===== config.mk =====
export PLATFORM = sky130hd
export DESIGN_NAME = lsu_bytelane
export DESIGN_NICKNAME = d
export VERILOG_FILES = /design/src/rtl/lsu_bytelane.sv
export SDC_FILE = /design/constraint.sdc
export NUM_CORES = 1
export LEC_CHECK = 0
export BUFFER_PORTS_ARGS = -buffer_cell sky130_fd_sc_hd__buf_2
export CAP_MARGIN = 20
export CELL_PAD_IN_SITES_DETAIL_PLACEMENT = 1
export CELL_PAD_IN_SITES_GLOBAL_PLACEMENT = 1
export CORE_ASPECT_RATIO = 2
export CORE_MARGIN = 3
export CORE_UTILIZATION = 17
export DETAILED_ROUTE_END_ITERATION = 12
export PLACE_DENSITY_LB_ADDON = 0.1
export SLEW_MARGIN = 20
export SYNTH_ARGS = -nofsm -noshare
export SYNTH_HDL_FRONTEND = slang
export SYNTH_SLANG_ARGS = --single-unit

===== constraint.sdc =====
create_clock -name clk -period 1.8 [get_ports clk]
set_input_delay 0.36 -clock clk [delete_from_list [all_inputs] [get_ports clk]]
set_output_delay 0.36 -clock clk [all_outputs]
set_load 0.005 [all_outputs]

===== src/rtl/lsu_bytelane.sv =====
module lsu_bytelane #(
  parameter int ADDR_W    = 32,
  parameter int SPAN_LOG2 = 20,
  localparam int WORD_AW  = SPAN_LOG2 - 2
) (
  input  logic               clk,
  input  logic               rst_n,
  input  logic [5:0]         acc_op,
  input  logic [ADDR_W-1:0]  acc_addr,
  input  logic [31:0]        acc_wdata,
  output logic [WORD_AW-1:0] ram_word_addr,
  output logic [31:0]        ram_wdata,
  output logic [3:0]         ram_lane_en,
  output logic               ram_wr,
  output logic               ram_rd,
  input  logic [31:0]        ram_rdata,
  output logic [31:0]        ld_data
);
  localparam logic [5:0] OP_LB  = 6'b100000;
  localparam logic [5:0] OP_LW  = 6'b100011;
  localparam logic [5:0] OP_LBU = 6'b100100;
  localparam logic [5:0] OP_SB  = 6'b101000;
  localparam logic [5:0] OP_SW  = 6'b101011;

  typedef enum logic [1:0] {LD_NONE, LD_WORD, LD_BYTE_S, LD_BYTE_U} ld_kind_e;

  logic     in_span, is_load, is_store;
  ld_kind_e kind_d, kind_q;
  logic [1:0] lane_q;
  logic [7:0] lane_byte;

  assign in_span  = (acc_addr[ADDR_W-1:SPAN_LOG2] == '0);
  assign is_store = (acc_op == OP_SW) || (acc_op == OP_SB);
  assign is_load  = (acc_op == OP_LW) || (acc_op == OP_LB) || (acc_op == OP_LBU);

  assign ram_word_addr = acc_addr[SPAN_LOG2-1:2];
  assign ram_wr        = is_store && in_span;
  assign ram_rd        = is_load && in_span;
  assign ram_wdata     = (acc_op == OP_SB) ? {4{acc_wdata[7:0]}} : acc_wdata;

  always_comb begin
    ram_lane_en = 4'b0000;
    if (ram_wr)
      ram_lane_en = (acc_op == OP_SB) ? (4'b0001 << acc_addr[1:0]) : 4'b1111;
  end

  always_comb begin
    unique case (acc_op)
      OP_LW:   kind_d = LD_WORD;
      OP_LB:   kind_d = LD_BYTE_S;
      OP_LBU:  kind_d = LD_BYTE_U;
      default: kind_d = LD_NONE;
    endcase
  end

  always_ff @(posedge clk) begin
    if (!rst_n) begin
      kind_q <= LD_NONE;
      lane_q <= 2'b00;
    end else begin
      kind_q <= ram_rd ? kind_d : LD_NONE;
      lane_q <= acc_addr[1:0];
    end
  end

  assign lane_byte = ram_rdata[8*lane_q +: 8];

  always_comb begin
    unique case (kind_q)
      LD_WORD:   ld_data = ram_rdata;
      LD_BYTE_S: ld_data = {{24{lane_byte[7]}}, lane_byte};
      LD_BYTE_U: ld_data = {24'h0, lane_byte};
      default:   ld_data = 32'h0;
    endcase
  end
endmodule


==> results of run 1 <==
## flip-flops by register name, indices dropped and copies added, names as in the netlist
signal,flops
kind_q,2
lane_q,2
## cells in the mapped netlist, types with 5 or more instances
| cell type | count | share of area |
|---|---|---|
| nand2_1 | 10 | 0.029 |
| a21o_1 | 31 | 0.18 |
| clkbuf_1 | 5 | 0.014 |
| a32o_1 | 7 | 0.054 |
| buf_2 | 5 | 0.019 |
| buf_4 | 26 | 0.15 |
| nand3_1 | 9 | 0.035 |
| inv_1 | 25 | 0.072 |
| buf_6 | 5 | 0.043 |
| mux2i_1 | 8 | 0.062 |
| o21ai_0 | 26 | 0.10 |
## area by class of cell
type / instances / area (um^2) / area share
Antenna cell: 1 / 2.50 / 0.00111
Clock buffer: 3 / 75.1 / 0.0333
Inverter: 25 / 93.8 / 0.0416
Multi-Input combinational cell: 124 / 931 / 0.413
Sequential cell: 4 / 85.1 / 0.0377
Tap cell: 92 / 115 / 0.0510
Timing Repair Buffer: 173 / 953 / 0.423
## per-layer routing
layer,up-vias,global-route usage,wire length (um)
li1,922,-,-
met1,841,0.110,1820
met2,118,0.262,3660
met3,2,0.0304,588
met4,0,0.0422,38
met5,-,0,0
## stage by stage
step	area (um^2)	hold slack, ns	setup WS (ns)
6_report	2260	0.376	-0.00888
5_1_grt	2250	0.398	-0.0772
4_1_cts	2150	0.377	-0.0293
3_5_place_dp	2030	0.615	-0.0871
3_3_place_gp	2030	0.612	-0.0347
2_1_floorplan	1300	0.474	0.169
## logic make-up (layout without fill, tap and decap cells)
family / count (synthesis) / after routing
compound gates: 75 / 75
buf+inv: 66 / 201
simple gates: 41 / 41
mux: 8 / 8
flops: 4 / 4
other cells: 0 / 1
## power by group through the flow
stage | clock (uW) | sequential [uW] | combinational (uW)
after floorplan | 0 | 93.5 | 137
after global placement | 0 | 96.2 | 254
after detailed placement | 0 | 96.1 | 257
after CTS | 347 | 94.8 | 268
after global routing | 350 | 96.2 | 314
final | 340 | 95.6 | 281
## worst max-delay path by stage
stage / start / end / depth (start not counted) / slack (ns)
5_1_grt: lane_q[1] / ld_data[15] / 5 / -0.08
6_report: lane_q[1] / ld_data[31] / 5 / -0.009
3_5_place_dp: acc_addr[26] / ram_lane_en[1] / 5 / -0.09
3_3_place_gp: acc_addr[26] / ram_lane_en[0] / 5 / -0.03
4_1_cts: lane_q[0] / ld_data[15] / 5 / -0.03
2_1_floorplan: acc_op[4] / ram_wdata[11] / 6 / 0.17
## timing repair
| item | CTS | global route |
|---|---|---|
| cloned | 0 | 0 |
| pin swaps | 1 | 1 |
| endpoints found under the setup margin | 35 | 38 |
| hold endpoints to repair | 0 | 0 |
| hold buffers | 0 | 0 |
| resized for setup | 10 | 14 |
| setup buffers | 1 | 2 |
==> reports/qor.yml, run 1 <==
status:
  status: "finished with violations"
  violations: "negative setup slack"
global_route:
  grt_max_degree: 25
  track_usage: 0.127
  gr-total-overflow: 0
  grt_pass1_vias: 1898
  grt_pass1_wl_um: 8650
  antenna_found_initial: 0
sta:
  slew_headroom: 0.678
  fin_setup_tns_ns: -0.0540
  rsz0062_at_grt: "true"
  finalWorstSetupSlack_ns: -0.00888
  fin_crit_ns: 1.81
  clock.fmax_mhz: 553
  hold_viol: 0
  tightestPinTransition_ns: 0.480
  setup_viol: 18
  drv_slew: 0
  finalCritPeriodShare: 1.00
power_and_ir_drop:
  clkPwrFrac: 0.474
  peakVddDrop_mv: 0.213
  power.switching_uw: 187
  power.density_nw_per_um2: 318
  comb_power_share: 0.392
  total_power_uw: 717
  p_seq_frac: 0.133
  power.leakage_uw: 0.00147
  p_int_uw: 530
  swShare: 0.260
yosys:
  ys_async_sr_fraction: 0
  synthSimpleGateAreaFrac: 0.176
  synthAdderAreaFrac: 0
  synth.distinct_cells: 31
  yosysWarnings: 0
  muxShareOfSynthArea: 0.0617
  synth_compound_area_frac: 0.401
  synth_fp_nets: 298
  synth-seq-area-share: 0.0617
  synth_cells: 194
  synth_edf_count: 0
  ys.flop_type: "dfxtp_1"
  ys_ff_latch: 4
  synth-xor-area-share: 0
  syn-cell-area_um2: 1300
  synth_top_family_by_area: "compound AO/OA/AOI/OAI gates"
  avgSynthCellArea_um2: 6.69
routing:
  vias_per_cell: 4.46
  drc_errors: 0
  first_pass_iters: 4
  wirelength_um: 6110
  wl_per_cell_um: 14.5
  drt-initial-drc-count: 38
  vias: 1883
  antenna_left: 0
layout:
  area_growth_pct: 73.9
  final_cell_mix: "buf_2 (154), a21o_1 (31), inv_1 (25), o21ai_0 (25), buf_4 (13)"
  final_common_cell: "buf_2"
  final_util: 0.308
  fill_cells: 987
  fin_nets: 435
  instances_no_fill: 422
  drive_above_1_share: 0.581
setup_path:
  cp.required_ns: 1.44
  cp.arrival_ns: 1.45
  end_kind: "output port"
  path_delay_family: "flip-flops"
  cp_cell_sequence: "mux2i_4, o32ai_4, buf_12, a21o_1, buf_2"
  worst-setup-path-type: "reg2out"
  crit_path_top_delay_cell: "dfxtp_4"
  slowest_delay_ns: 0.39
  critPathBufInv: 2
  start_kind: "flip-flop"
  critPathMaxFanout: 23
die:
  placeableCoreArea_um2: 7320
  dieHeight_um: 130
  start_util: 0.177
  die_w_um: 67.8
  rows: 44
  die_area_um2: 8780
  num_io_pins: 192
clock_tree:
  cts_max_level: 1
  cts_buffer_depth: 2
  cts.sinks: 4
  path_clk_slew_ns: 0.03
  cts_tree: "built"
  root_buffer: "clkbuf_16"
  cts_buffers: 3
placement:
  dp.cells: 415
  dp_hpwl_um: 5210
  numPortBuffers: 155
  gp_congestion: 0.688
min_path:
  min_to: "kind_q[1]"
  hold_start: "rst_n"
  hold_class: "in2reg"
  hold-path-cell-count: 3
job:
  drv_cap: 0
(Power assumes the default switching activity.)
==> run 2, diff against run 1 <==
- ABC_AREA: unset -> 1
- CORE_UTILIZATION: 17 -> 19
==> reports/qor.yml, run 2 <==
status:
  status: "finished clean"
yosys:
  synth_top_cells_by_area: "nand2_1 (18%), buf_4 (13%), buf_6 (8.2%)"
  yosysWarnings: 0  # unchanged
  ys_async_sr_fraction: 0  # unchanged
  synth_fp_nets: 369  # +24%
  syn-cell-area_um2: 1510  # +16%
  synth_edf_count: 0  # unchanged
  yosys.area.top_type_share: 0.176  # -0.00304
  ys_ff_latch: 4  # unchanged
  ys.flop_type: "dfxtp_1"
  synth_cells: 265  # +37%
  synth.distinct_cells: 28  # -9.7%
  synth-seq-area-share: 0.0530  # -0.00874
  yosysTopAreaCell: "nand2_1"
  netlist_top_cells_count: "nand2_1 (71), inv_1 (31), buf_4 (26)"
  avgSynthCellArea_um2: 5.70  # -15%
  synth_most_common_cell: "nand2_1"
setup_path:
  start_kind: "flip-flop"
  critPathBufInv: 2  # unchanged
  cp.required_ns: 1.44  # about the same
  cp_cell_sequence: "inv_8, nor2_2, nand2_8, o21ai_0, buf_2"
  end_kind: "output port"
  path_delay_family: "flip-flops"
  crit_start: "kind_q[1]"
  critPathMaxFanout: 24  # +4.3%
  crit_path_top_delay_cell: "dfxtp_1"
  worst-setup-path-type: "reg2out"
  cp.arrival_ns: 1.32  # -0.13 ns
  slowest_delay_ns: 0.42  # +0.03 ns
sta:
  rsz0062_at_grt: "false"
  setup_viol: 0  # -18
  drv_slew: 0  # unchanged
  slew_headroom: 0.827  # +0.149
  hold_viol: 0  # unchanged
  clock.fmax_mhz: 593  # +7.4%
  fin_setup_tns_ns: 0  # +0.0540 ns
  tightestPinTransition_ns: 0.259  # -0.221 ns
  finalCritPeriodShare: 0.936  # -0.0688
  fin_crit_ns: 1.68  # -0.124 ns
global_route:
  antenna_found_initial: 0  # unchanged
  gr-total-overflow: 0  # unchanged
  track_usage: 0.133  # +0.00597
  grt_pass1_vias: 2237  # +18%
  grt_max_degree: 49  # +96%
  grt_pass1_wl_um: 10200  # +18%
die:
  dieHeight_um: 132  # +2.0%
  placeableCoreArea_um2: 7660  # +4.6%
  num_io_pins: 192  # unchanged
  start_util: 0.197  # +0.0202
  die_area_um2: 9130  # +3.9%
  rows: 45  # +2.3%
  die_w_um: 69.1  # +1.9%
routing:
  wirelength_um: 6260  # +2.5%
  first_pass_iters: 2  # -2
  vias: 2114  # +12%
  drc_errors: 0  # unchanged
  wl_per_cell_um: 13.0  # -10%
  antenna_left: 0  # unchanged
  drt-initial-drc-count: 65  # +71%
  vias_per_cell: 4.39  # -1.7%
power_and_ir_drop:
  peakVddDrop_mv: 0.316  # +48%
  power.density_nw_per_um2: 331  # +4.0%
  power.leakage_uw: 0.00144  # -2.4%
layout:
  antenna_cells: 0  # -1
  fin_area_um2: 2210  # -2.1%
  fin_nets: 494  # +14%
  drive_above_1_share: 0.497  # -0.0831
  final_common_cell: "buf_2"
  area_growth_pct: 46.2
  final_cell_mix: "buf_2 (155), nand2_1 (71), inv_1 (31)"
  top_regs: "kind_q x2, lane_q x2"
clock_tree:
  cts_hold_buf: 0  # unchanged
  root_buffer: "clkbuf_16"
  cts_buffer_depth: 2  # unchanged
  cts.sinks: 4  # unchanged
  cts_max_level: 1  # unchanged
  path_clk_slew_ns: 0.03  # about the same
  cts_tree: "built"
  cts_buffers: 3  # unchanged
placement:
  numPortBuffers: 155  # unchanged
  gp_congestion: 0.771  # +12%
  dp_hpwl_um: 5570  # +6.8%
  placed_area_um2: 2120  # +4.3%
min_path:
  hold_start: "rst_n"
  hold_class: "in2reg"
job:
  drv_cap: 0  # unchanged
## run 2: logic make-up after synthesis
logic type	share of synthesized area
flip-flops	0.0530
AND/OR/NAND/NOR	0.333
buffers and inverters	0.324
AO/OA/AOI/OAI	0.290
## run 2: layer usage
| metal | routed length [um] | GRT usage |
|---|---|---|
| met5 | 0 | 0 |
| met4 | 84 | 0.0359 |
| met2 | 3410 | 0.263 |
| met1 | 2200 | 0.131 |
| met3 | 564 | 0.0344 |
## run 2: path summary, 6_finish.rpt
path	end	slack (ns)	cells past startpoint
max	ld_data[29]	0.12	5
min	lane_q[0]	0.36	3
## run 2: final cells by class
type | instances | area [um^2]
fillers | 1095 | 5450
well taps | 94 | 118
flip-flops and latches | 4 | 81.3
clock buffers | 3 | 75.1
repair buffers | 163 | 852
multi-input cells | 185 | 952
inverters | 33 | 131
## run 2: timing repair
item                       4_1_cts  5_1_grt
setup buffers                    0        0
resized for setup                2        2
setup endpoints to repair        1       21
## run 2: power by group
group	total [uW]	leakage, uW	internal (uW)	switching [uW]
logic	293	0.00137	145	148
clock network	343	0.0000370	283	59.1
registers	95.3	0.0000330	92.1	3.22
## run 2: per-stage QoR
stage	worst slack [ns]	cells	power (uW)	hold WS (ns)	util
after floorplan	0.474	265	277	0.453	-
after global placement	0.150	479	387	0.590	0.277
after detailed placement	0.126	479	393	0.591	0.277
after CTS	0.0308	482	743	0.362	0.288
after global routing	0.00660	482	784	0.404	0.289
final	0.115	482	731	0.360	0.289
==> run 3, diff against run 2 <==
- MAX_ROUTING_LAYER: unset -> met4
- clock period: 1.8 -> 1.7 ns (I/O delays scaled with it)
==> reports/qor.yml, run 3 (synthesized netlist as in run 2, its figures left out) <==
layout:
  seqCellArea_um2: 82.6  # +1.5%
  drive_above_1_share: 0.503  # +0.00515
  area_growth_pct: 46.9
  antenna_cells: 0  # unchanged
  fin_nets: 494  # unchanged
  multiInputGateArea_um2: 961  # +0.92%
  final_cell_mix: "buf_2 (155), nand2_1 (71), o21ai_1 (32)"
  fill_cells: 1096  # +0.091%
  top_regs: "kind_q x2, lane_q x2"
  final_common_cell: "buf_2"
  final_util: 0.290  # +0.00131
die:
  die_w_um: 69.1  # unchanged
  rows: 45  # unchanged
  placeableCoreArea_um2: 7660  # unchanged
  dieHeight_um: 132  # unchanged
  start_util: 0.197  # unchanged
  num_io_pins: 192  # unchanged
  die_area_um2: 9130  # unchanged
placement:
  gp_congestion: 0.780  # +1.2%
  dp_hpwl_um: 5620  # +0.89%
  place_ws_ns: 0.0715  # -0.0548 ns
  numPortBuffers: 155  # unchanged
clock_tree:
  cts_hold_buf: 0  # unchanged
  root_buffer: "clkbuf_16"
  cts_tree: "built"
  cts.sinks: 4  # unchanged
  cts_buffers: 3  # unchanged
  cts_buffer_depth: 2  # unchanged
  path_clk_slew_ns: 0.03  # about the same
  cts_max_level: 1  # unchanged
routing:
  vias: 2121  # +0.33%
  vias_per_cell: 4.40  # +0.33%
  drt-initial-drc-count: 48  # -26%
  first_pass_iters: 4  # +2
  wirelength_um: 6360  # +1.6%
  wl_per_cell_um: 13.2  # +1.6%
  antenna_left: 0  # unchanged
  drc_errors: 0  # unchanged
setup_path:
  end_kind: "output port"
  worst-setup-path-type: "reg2out"
  critPathMaxFanout: 24  # unchanged
  cp.arrival_ns: 1.31  # about the same
  start_kind: "flip-flop"
  cp.required_ns: 1.36  # -0.08 ns
  crit_start: "lane_q[0]"
power_and_ir_drop:
  p_seq_frac: 0.130  # about the same
  comb_power_share: 0.405  # +0.004
  swShare: 0.288  # +0.000962
  clkPwrFrac: 0.465  # -0.004
  peakVddDrop_mv: 0.185  # -41%
  power.density_nw_per_um2: 349  # +5.7%
  p_int_uw: 552  # +6.0%
  power.leakage_uw: 0.00144  # about the same
  power.switching_uw: 224  # +6.5%
sta:
  finalCritPeriodShare: 0.971
  finalWorstSetupSlack_ns: 0.0501  # -0.0650 ns
  drv_slew: 0  # unchanged
  hold_viol: 0  # unchanged
  tightestPinTransition_ns: 0.249  # -0.0106 ns
  clock.fmax_mhz: 606
  rsz0062_at_grt: "true"
  slew_headroom: 0.834  # +0.00704
  setup_viol: 0  # unchanged
  fin_crit_ns: 1.65
global_route:
  grt_pass1_wl_um: 9870  # -3.6%
  grt_max_degree: 49  # unchanged
  track_usage: 0.132  # -0.000335
  antenna_found_initial: 0  # unchanged
  gr-total-overflow: 0  # unchanged
  grt_pass1_vias: 2120  # -5.2%
min_path:
  hold_start: "rst_n"
  hold_class: "in2reg"
status:
  status: "finished clean"
job:
  drv_cap: 0  # unchanged
[run 3: cell count changes in the layout (fill, tap and decap cells not counted)]
cell     previous run  this run
nor2_2              3         2
o21ai_0            21         7
a21oi_1            10         9
dfxtp_2             1         2
dfxtp_1             3         2
nor2_4              1         2
a21oi_2             2         3
o21ai_1            18        32
[run 3: worst paths after layout]
| kind | end | slack (ns) | depth (start not counted) |
|---|---|---|---|
| worst max-delay path | ld_data[31] | 0.05 | 6 |
| worst min-delay path | lane_q[0] | 0.35 | 3 |
[run 3: final cells by class]
type                    count  area share
clock buffers               3      0.0338
inverters                  33      0.0592
multi-input cells         185       0.433
flip-flops and latches      4      0.0372
well taps                  94      0.0530
repair buffers            163       0.384
[run 3: critical path, cell delays in order, from the launching register on]
cell and delay [ns]:
dfxtp_2 0.34, a21oi_1 0.15, o21ai_1 0.09, nand2_2 0.13, nand2_8 0.13, o21ai_1 0.11, buf_2 0.13
[run 3: power by group through the flow]
stage               Combinational, uW  Clock, uW  Sequential (uW)
global route                      356        381              101
CTS                               317        367              101
detailed placement                313          0              102
finish                            314        360              101
global placement                  309          0              102
floorplan                         193          0              100
[run 3: repair_timing]
item / CTS / global route
hold endpoints to repair: 0 / 0
resized for setup: 5 / 16
pin swaps: 0 / 0
setup endpoints to repair: 27 / 21
buffers inserted: 0 / 0
[run 3: layer usage]
layer  GRT usage  wire (um)
met4      0.0261         48
met3      0.0252        488
met5           -          0
met2       0.265       3480
met1       0.127       2340
[run 3: through the flow]
| step | total power, uW | hold slack (ns) | setup TNS, ns | instance area (um^2) | std cells |
|---|---|---|---|---|---|
| 5_1_grt | 838 | 0.365 | -0.297 | 2220 | 482 |
| 3_5_place_dp | 415 | 0.579 | 0 | 2120 | 479 |
| 2_1_floorplan | 293 | 0.433 | 0 | 1510 | 265 |
| 6_report | 776 | 0.347 | 0 | 2220 | 482 |
| 3_3_place_gp | 410 | 0.568 | 0 | 2120 | 479 |
| 4_1_cts | 786 | 0.352 | 0 | 2210 | 482 |
